--- src/rtl/dmac_rb_pkg.sv ---
package dmac_rb_pkg;
  localparam int AW   = 12;  // 4 KB register space
  localparam int NREG = 5;   // registers per channel window

  typedef enum logic [3:0] {
    K_BAD, K_CHAN, K_ID, K_ZERO, K_GCFG, K_SYNC,
    K_ST_ALL, K_ST_TC, K_ST_ERR, K_RAW_TC, K_RAW_ERR, K_ENA,
    K_CLR_TC, K_CLR_ERR
  } acc_kind_e;

  function automatic logic [7:0] id_byte(input logic [2:0] k, input logic wide);
    case (k)
      3'd0:    return wide ? 8'h80 : 8'h81;
      3'd1:    return 8'h10;
      3'd2:    return 8'h04;
      3'd3:    return 8'h0A;
      3'd4:    return 8'h0D;
      3'd5:    return 8'hF0;
      3'd6:    return 8'h05;
      default: return 8'hB1;
    endcase
  endfunction
endpackage

--- src/rtl/dmac_rb_decode.sv ---
module dmac_rb_decode
  import dmac_rb_pkg::*;
#(
  parameter int NUM_CH = 8
) (
  input  logic [AW-1:0] addr_i,
  input  logic          wr_i,
  output acc_kind_e     kind_o,
  output logic [2:0]    ch_idx_o,
  output logic [2:0]    reg_idx_o
);
  localparam logic [3:0] NCH4 = 4'(NUM_CH);
  localparam logic [3:0] NREG4 = 4'(NREG);

  always_comb begin
    kind_o    = K_BAD;
    ch_idx_o  = addr_i[7:5];
    reg_idx_o = addr_i[4:2];
    if (addr_i[11:8] == 4'h1) begin
      if (({1'b0, addr_i[7:5]} < NCH4) && ({1'b0, addr_i[4:2]} < NREG4))
        kind_o = K_CHAN;
    end else if (addr_i[11:5] == 7'h7F) begin
      kind_o = wr_i ? K_BAD : K_ID;
    end else if (addr_i[11:8] == 4'h0) begin
      case (addr_i[7:2])
        6'd0:  kind_o = wr_i ? K_BAD : K_ST_ALL;
        6'd1:  kind_o = wr_i ? K_BAD : K_ST_TC;
        6'd2:  kind_o = wr_i ? K_CLR_TC : K_BAD;
        6'd3:  kind_o = wr_i ? K_BAD : K_ST_ERR;
        6'd4:  kind_o = wr_i ? K_CLR_ERR : K_BAD;
        6'd5:  kind_o = wr_i ? K_BAD : K_RAW_TC;
        6'd6:  kind_o = wr_i ? K_BAD : K_RAW_ERR;
        6'd7:  kind_o = wr_i ? K_BAD : K_ENA;
        6'd8, 6'd9, 6'd10, 6'd11: kind_o = K_ZERO;
        6'd12: kind_o = K_GCFG;
        6'd13: kind_o = K_SYNC;
        default: kind_o = K_BAD;
      endcase
    end
  end
endmodule

--- src/rtl/dmac_rb_chan.sv ---
module dmac_rb_chan
  import dmac_rb_pkg::*;
#(
  parameter int DW = 32
) (
  input  logic          clk_i,
  input  logic          rst_ni,
  input  logic          bus_we_i,
  input  logic [2:0]    bus_reg_i,
  input  logic [DW-1:0] bus_wdata_i,
  input  logic          eng_we_i,
  input  logic [2:0]    eng_reg_i,
  input  logic [DW-1:0] eng_wdata_i,
  input  logic [2:0]    rd_reg_i,
  output logic [DW-1:0] rd_data_o,
  output logic [DW-1:0] src_o,
  output logic [DW-1:0] dst_o,
  output logic [DW-1:0] lli_o,
  output logic [DW-1:0] ctrl_o,
  output logic [DW-1:0] cfg_o
);
  localparam logic [2:0] NREG3 = 3'(NREG);

  logic [NREG-1:0][DW-1:0] q, d;
  logic                    en;

  always_comb begin
    d = q;
    if (eng_we_i && eng_reg_i < NREG3) d[eng_reg_i] = eng_wdata_i;
    if (bus_we_i && bus_reg_i < NREG3) d[bus_reg_i] = bus_wdata_i; // bus wins
  end

  assign en = bus_we_i | eng_we_i;

  always_ff @(posedge clk_i or negedge rst_ni) begin
    if (!rst_ni)  q <= '0;
    else if (en)  q <= d;
  end

  assign rd_data_o = (rd_reg_i < NREG3) ? q[rd_reg_i] : '0;
  assign src_o  = q[0];
  assign dst_o  = q[1];
  assign lli_o  = q[2];
  assign ctrl_o = q[3];
  assign cfg_o  = q[4];

  a_r12_bus_wins: assert property (@(posedge clk_i) disable iff (!rst_ni)
    (bus_we_i && eng_we_i && bus_reg_i == eng_reg_i && bus_reg_i < NREG3)
    |=> q[$past(bus_reg_i)] == $past(bus_wdata_i));

  a_r11_eng_store: assert property (@(posedge clk_i) disable iff (!rst_ni)
    (eng_we_i && eng_reg_i < NREG3 && !(bus_we_i && bus_reg_i == eng_reg_i))
    |=> q[$past(eng_reg_i)] == $past(eng_wdata_i));
endmodule

--- src/rtl/dmac_rb_rdmux.sv ---
module dmac_rb_rdmux #(
  parameter int DW = 32
) (
  input  logic          clk_i,
  input  logic          rst_ni,
  input  logic          acc_i,
  input  logic          rd_i,
  input  logic          bad_i,
  input  logic [DW-1:0] word_i,
  output logic [DW-1:0] rdata_o,
  output logic          err_o
);
  logic [DW-1:0] rdata_d;
  logic          err_d;

  always_comb begin
    err_d   = acc_i & bad_i;
    rdata_d = (acc_i && rd_i && !bad_i) ? word_i : '0;
  end

  always_ff @(posedge clk_i or negedge rst_ni) begin
    if (!rst_ni) begin
      rdata_o <= '0;
      err_o   <= 1'b0;
    end else begin
      rdata_o <= rdata_d;
      err_o   <= err_d;
    end
  end

  a_r10_err_reads_zero: assert property (@(posedge clk_i) disable iff (!rst_ni)
    err_o |-> rdata_o == '0);
  a_r10_err_needs_access: assert property (@(posedge clk_i) disable iff (!rst_ni)
    err_o |-> $past(acc_i));
endmodule

--- src/rtl/dmac_regbank.sv ---
module dmac_regbank
  import dmac_rb_pkg::*;
#(
  parameter int NUM_CH = 8,
  parameter int DW     = 32,
  localparam int CH_W  = (NUM_CH > 1) ? $clog2(NUM_CH) : 1
) (
  input  logic                 clk_i,
  input  logic                 rst_ni,
  input  logic                 bus_sel_i,
  input  logic                 bus_wr_i,
  input  logic [AW-1:0]        bus_addr_i,
  input  logic [DW-1:0]        bus_wdata_i,
  output logic [DW-1:0]        bus_rdata_o,
  output logic                 bus_err_o,
  output logic                 kick_o,
  input  logic                 eng_we_i,
  input  logic [CH_W-1:0]      eng_ch_i,
  input  logic [2:0]           eng_reg_i,
  input  logic [DW-1:0]        eng_wdata_i,
  input  logic [NUM_CH-1:0]    st_mask_tc_i,
  input  logic [NUM_CH-1:0]    st_mask_err_i,
  input  logic [NUM_CH-1:0]    st_raw_tc_i,
  input  logic [NUM_CH-1:0]    st_raw_err_i,
  output logic                 tc_clr_o,
  output logic                 err_clr_o,
  output logic [NUM_CH-1:0]    clr_mask_o,
  output logic [NUM_CH*DW-1:0] ch_src_o,
  output logic [NUM_CH*DW-1:0] ch_dst_o,
  output logic [NUM_CH*DW-1:0] ch_lli_o,
  output logic [NUM_CH*DW-1:0] ch_ctrl_o,
  output logic [NUM_CH*DW-1:0] ch_cfg_o,
  output logic [DW-1:0]        glb_cfg_o,
  output logic [DW-1:0]        sync_o
);
  // reset: asserted asynchronously, released on a clock edge
  logic rst_meta, rst_n;
  always_ff @(posedge clk_i or negedge rst_ni) begin
    if (!rst_ni) begin
      rst_meta <= 1'b0;
      rst_n    <= 1'b0;
    end else begin
      rst_meta <= 1'b1;
      rst_n    <= rst_meta;
    end
  end

  acc_kind_e  kind;
  logic [2:0] ch_idx, reg_idx;
  logic       bad, wr_ok;

  dmac_rb_decode #(.NUM_CH(NUM_CH)) u_dec (
    .addr_i    (bus_addr_i),
    .wr_i      (bus_wr_i),
    .kind_o    (kind),
    .ch_idx_o  (ch_idx),
    .reg_idx_o (reg_idx)
  );

  assign bad   = (kind == K_BAD);
  assign wr_ok = bus_sel_i & bus_wr_i & ~bad;

  logic [DW-1:0]     chan_rd [NUM_CH];
  logic [NUM_CH-1:0] ena_mask;
  logic [CH_W-1:0]   ch_sel;

  assign ch_sel = ch_idx[CH_W-1:0];

  for (genvar i = 0; i < NUM_CH; i++) begin : g_ch
    logic [DW-1:0] cfg_w;
    dmac_rb_chan #(.DW(DW)) u_chan (
      .clk_i       (clk_i),
      .rst_ni      (rst_n),
      .bus_we_i    (wr_ok && kind == K_CHAN && ch_idx == 3'(i)),
      .bus_reg_i   (reg_idx),
      .bus_wdata_i (bus_wdata_i),
      .eng_we_i    (eng_we_i && eng_ch_i == CH_W'(i)),
      .eng_reg_i   (eng_reg_i),
      .eng_wdata_i (eng_wdata_i),
      .rd_reg_i    (reg_idx),
      .rd_data_o   (chan_rd[i]),
      .src_o       (ch_src_o[i*DW +: DW]),
      .dst_o       (ch_dst_o[i*DW +: DW]),
      .lli_o       (ch_lli_o[i*DW +: DW]),
      .ctrl_o      (ch_ctrl_o[i*DW +: DW]),
      .cfg_o       (cfg_w)
    );
    assign ch_cfg_o[i*DW +: DW] = cfg_w;
    assign ena_mask[i] = cfg_w[0];
  end

  // global words: next-state and register processes
  logic [DW-1:0] gcfg_q, gcfg_d, sync_q, sync_d;
  logic          gcfg_en, sync_en;

  always_comb begin
    gcfg_en = wr_ok && kind == K_GCFG;
    sync_en = wr_ok && kind == K_SYNC;
    gcfg_d  = bus_wdata_i;
    sync_d  = bus_wdata_i;
  end

  always_ff @(posedge clk_i or negedge rst_n) begin
    if (!rst_n) begin
      gcfg_q <= '0;
      sync_q <= '0;
    end else begin
      if (gcfg_en) gcfg_q <= gcfg_d;
      if (sync_en) sync_q <= sync_d;
    end
  end

  assign glb_cfg_o = gcfg_q;
  assign sync_o    = sync_q;

  // read word selection
  logic [DW-1:0] rd_word;
  always_comb begin
    case (kind)
      K_CHAN:    rd_word = chan_rd[ch_sel];
      K_ID:      rd_word = DW'(id_byte(bus_addr_i[4:2], NUM_CH == 8));
      K_GCFG:    rd_word = gcfg_q;
      K_SYNC:    rd_word = sync_q;
      K_ST_ALL:  rd_word = DW'(st_mask_tc_i | st_mask_err_i);
      K_ST_TC:   rd_word = DW'(st_mask_tc_i);
      K_ST_ERR:  rd_word = DW'(st_mask_err_i);
      K_RAW_TC:  rd_word = DW'(st_raw_tc_i);
      K_RAW_ERR: rd_word = DW'(st_raw_err_i);
      K_ENA:     rd_word = DW'(ena_mask);
      default:   rd_word = '0;
    endcase
  end

  dmac_rb_rdmux #(.DW(DW)) u_rd (
    .clk_i   (clk_i),
    .rst_ni  (rst_n),
    .acc_i   (bus_sel_i),
    .rd_i    (~bus_wr_i),
    .bad_i   (bad),
    .word_i  (rd_word),
    .rdata_o (bus_rdata_o),
    .err_o   (bus_err_o)
  );

  // side-band pulses
  logic              kick_d, tcc_d, errc_d;
  logic [NUM_CH-1:0] mask_d;

  always_comb begin
    kick_d = wr_ok && (kind == K_GCFG || (kind == K_CHAN && reg_idx == 3'd4));
    tcc_d  = wr_ok && kind == K_CLR_TC;
    errc_d = wr_ok && kind == K_CLR_ERR;
    mask_d = (tcc_d || errc_d) ? bus_wdata_i[NUM_CH-1:0] : '0;
  end

  always_ff @(posedge clk_i or negedge rst_n) begin
    if (!rst_n) begin
      kick_o     <= 1'b0;
      tc_clr_o   <= 1'b0;
      err_clr_o  <= 1'b0;
      clr_mask_o <= '0;
    end else begin
      kick_o     <= kick_d;
      tc_clr_o   <= tcc_d;
      err_clr_o  <= errc_d;
      clr_mask_o <= mask_d;
    end
  end

  a_r7_kick_after_write: assert property (@(posedge clk_i) disable iff (!rst_n)
    kick_o |-> $past(bus_sel_i && bus_wr_i));
  a_r9_one_clear: assert property (@(posedge clk_i) disable iff (!rst_n)
    $onehot0({tc_clr_o, err_clr_o}));
  a_r9_clr_after_write: assert property (@(posedge clk_i) disable iff (!rst_n)
    (tc_clr_o || err_clr_o) |-> $past(bus_sel_i && bus_wr_i));
  a_r5_sync_hold: assert property (@(posedge clk_i) disable iff (!rst_n)
    !$past(bus_sel_i && bus_wr_i) |-> $stable(sync_o));
endmodule

--- config.mk ---
export PLATFORM = sky130hd
export DESIGN_NAME = dmac_regbank
export DESIGN_NICKNAME = d
export VERILOG_FILES = /design/src/rtl/dmac_rb_pkg.sv /design/src/rtl/dmac_rb_decode.sv /design/src/rtl/dmac_rb_chan.sv /design/src/rtl/dmac_rb_rdmux.sv /design/src/rtl/dmac_regbank.sv
export SDC_FILE = /design/constraint.sdc
export NUM_CORES = 2
export LEC_CHECK = 0
export BUFFER_PORTS_ARGS = -buffer_cell sky130_fd_sc_hd__buf_4
export CORE_AREA = 2 2 589 591
export DETAILED_ROUTE_END_ITERATION = 16
export DIE_AREA = 0 0 591 593
export PLACE_DENSITY_LB_ADDON = 0.1
export RECOVER_POWER = 50
export SYNTH_ARGS = -nofsm -noshare
export SYNTH_HDL_FRONTEND = slang
export SYNTH_SLANG_ARGS = --single-unit
--- constraint.sdc ---
create_clock -name clk_i -period 69.8 [get_ports clk_i]
set_input_delay 3.49 -clock clk_i [delete_from_list [all_inputs] [get_ports clk_i]]
set_output_delay 3.49 -clock clk_i [all_outputs]
set_load 0.005 [all_outputs]
==> impl_metrics.yaml <==
run_status:
  outcome: "complete, but fails checks"
  violations: "max-capacitance violations, max-slew violations"
timing:
  relSlewSlack_pct: -587.2
  fin_crit_sh_pct: 26.15
  fin_crit_ps: 18250
  drv_slew: 1352
  grt_setup_unrepaired: "false"
  setup_tns_ps: 0
  fmax_mhz: 54.79
  setup_viol: 0
  tightest_slew_ps: 10310
  timing.final.ws_setup_ps: 51550
  hold_violations: 0
  skew_ps: 61.51
route:
  vias_per_cell: 5.176
  finalWirelength_um: 546900
  wl_per_cell_um: 40.31
  num_vias: 70225
  initialDrtViolationCount: 7340
  antenna_left: 0
  drtPass1Iterations: 6
  drc_errors: 0
placement:
  io_buffers: 1504
  placed_area_um2: 90090
  hpwl_um: 399200
  place_congestion: 0.9192
  pre_cts_ws_ps: 61050
clock_network:
  cts_max_level: 4
  cts_setup_buffers: 0
  cts_tree: "yes"
  cts_resized: 0
  cts_sinks: 1390
  cts_made_buffers: 192
  clock_latency_ps: 920
  cts_root_buf: "clkbuf_16"
  path_clk_slew_ps: 60
  clockBufferDepth: 4
  cts_hold_buf: 0
worst_setup_path:
  critPathLaunchType: "flip-flop"
  critPathMaxFanout: 175
  endpoint_kind: "async pin"
  critPathArrivalTime_ps: 16630
  critPathKind: "reg2async"
  crit_chain: "clkbuf_1, clkbuf_1, clkbuf_1, clkbuf_1"
  cpPeakStageDelay_ps: 7290
  critPathSlowestCell: "clkbuf_1"
  r2r_cells: 4
  cpMostUsedCell: "clkbuf_1"
  required_ps: 68180
finish:
  drive_gt1_share_pct: 21.16
  design_area_um2: 94680
  fin_nets: 8935
  area_delta_synth_final_pct: 26.65
floorplanning:
  start_util_pct: 21.70
  row_count: 216
  design.die.area_um2: 350500
  fp.coreArea_um2: 344600
  die_h_um: 593
  num_io_pins: 1507
  die_x_um: 591
yosys:
  synth_cells: 7870
  avgSynthCellArea_um2: 9.500
  synth_top_area_share_pct: 46.53
  async_flop_share_pct: 100.0
  yosysWarnings: 0
  yosysTopAreaCell: "dfrtp_1"
  synthFlopType: "dfrtp_1"
  ys_top_cells_by_area: "dfrtp_1 47%, mux2i_1 13%, a21oi_1 11%"
  ys_ff_latch: 1390
  synth_cell_type_count: 80
  synth_fp_nets: 7989
  ys_seq_area_share_pct: 46.53
  synth-edff-count: 0
  syn_area_um2: 74760
job:
  maxCapViolCount: 22
global_route:
  grt-ovfl-total: 0
  grt_pass1_wl_um: 705400
  grt_pass1_vias: 67090
  grt_max_degree: 176
  antenna_found_initial: 34
  track_usage_pct: 30.15
power:
  power_density_nw_per_um2: 26.83
  power_leakage_nw: 44.31
  worst_ir_drop_vdd_mv: 0.01975
hold_path:
  worst_hold_path_type: "reg2reg"
  hold_path_depth: 0
report_power, final:
part           total (mW)  switching (mW)  internal [mW]  leakage (nW)
combinational       0.508           0.316          0.192          22.5
clock                1.03           0.437          0.595          3.12
sequential           1.00           0.106          0.895          18.7
total                2.54           0.859           1.68          44.3
sequential cells by signal, indices dropped and copies added, names as in the netlist:
register and flops:
rst_meta 1, sync_o 32, u_rd.err_o 1, tc_clr_o 1, rst_n 1, g_ch.u_chan.cfg_o 256
g_ch.u_chan.lli_o 256, glb_cfg_o 32, g_ch.u_chan.src_o 256, u_rd.rdata_o 32, g_ch.u_chan.dst_o 256, kick_o 1
clr_mask_o 8, err_clr_o 1, g_ch.u_chan.ctrl_o 256
area by class of cell:
class,count,area [µm²]
repair buffers,1651,10660
clock inverters,48,635.6
fillers,36747,249900
clock buffers,290,5724
inverters,14,63.81
well taps,4578,5728
flip-flops and latches,1390,34780
multi-input cells,5567,37020
diodes,29,72.57
routing by layer:
layer	GRT usage, %	share of wire [%]
met1	34.59	38
met2	50.95	48
met3	8.517	8.2
met4	15.85	6.2
met5	0	0
layout by cell type (no fill, tap or decap), drive strengths merged, types with 10 or more instances in the layout:
cell and count:
buf 858, dfrtp 1390, mux2i 979, o31ai 11, nor3 63, nor2 1722
clkbuf 1083, o221ai 50, mux2 104, nand3 18, inv 15, a22oi 115
nand2 149, or3 10, a221oi 122, o22ai 28, mux4 197, a21oi 1710
and3 15, clkinv 34, and2 53, nor4 14, diode 29, o32ai 10
a31oi 10, o21ai 57
metrics by stage:
step           std cells  hold WS (ps)  power [mW]  util [%]
2_1_floorplan       7870         331.2       1.172         -
3_5_place_dp       13200         342.8       1.552     26.14
3_3_place_gp       13200         339.0       1.546     26.14
6_report           13567         354.0       2.541     27.48
4_1_cts            13538         356.1       2.596     27.99
5_1_grt            13552         368.1       2.625     27.47
kinds of logic after synthesis:
family / after synthesis / share of synthesized area [%]
AOI/OAI and AO/OA: 2190 / 16.43
and+or+nand+nor: 2096 / 11.34
DFF: 1390 / 46.53
muxes: 1280 / 20.76
buffers and inverters: 913 / 4.944
other: 1 / 0.005016
cells in the mapped netlist (9+ instances only):
| cell | count |
|---|---|
| nor3_1 | 61 |
| nand2_1 | 141 |
| and3_1 | 15 |
| mux4_2 | 197 |
| nor2_1 | 1719 |
| buf_4 | 17 |
| mux2i_1 | 979 |
| and2_1 | 49 |
| mux2_4 | 30 |
| o22ai_1 | 28 |
| a22oi_1 | 115 |
| mux2_2 | 74 |
| or3_1 | 10 |
| nor4_1 | 9 |
| o31ai_1 | 11 |
| a21oi_1 | 1710 |
| o221ai_1 | 50 |
| a31oi_1 | 10 |
| buf_2 | 122 |
| clkbuf_1 | 594 |
| a221oi_1 | 122 |
| nand3_1 | 18 |
| o21ai_0 | 56 |
| dfrtp_1 | 1390 |
| buf_1 | 159 |
| inv_1 | 9 |
| o32ai_1 | 10 |
critical path: cells and delay by family, from the launching register on:
family	cells	cell delay [ps]
buffers and inverters	4	13390
flip-flops	1	1960
path summary, 6_finish.rpt:
path | slack (ps) | endpoint | start
worst max-delay path | 51550 | g_ch[0].u_chan.dst_o[14]$_DFFE_PN0P_ | rst_n$_DFF_PN0_
worst min-delay path | 350 | rst_n$_DFF_PN0_ | rst_meta$_DFF_PN0_
worst max register to register | 51550 | g_ch[0].u_chan.dst_o[14]$_DFFE_PN0P_ | rst_n$_DFF_PN0_
worst min register to register | 350 | rst_n$_DFF_PN0_ | rst_meta$_DFF_PN0_
max in group clk_i | 61820 | u_rd.rdata_o[0]$_DFF_PN0_ | bus_addr_i[2]
min in group asynchronous | 1020 | g_ch[5].u_chan.src_o[19]$_DFFE_PN0P_ | rst_n$_DFF_PN0_
(Power assumes the default switching activity.)
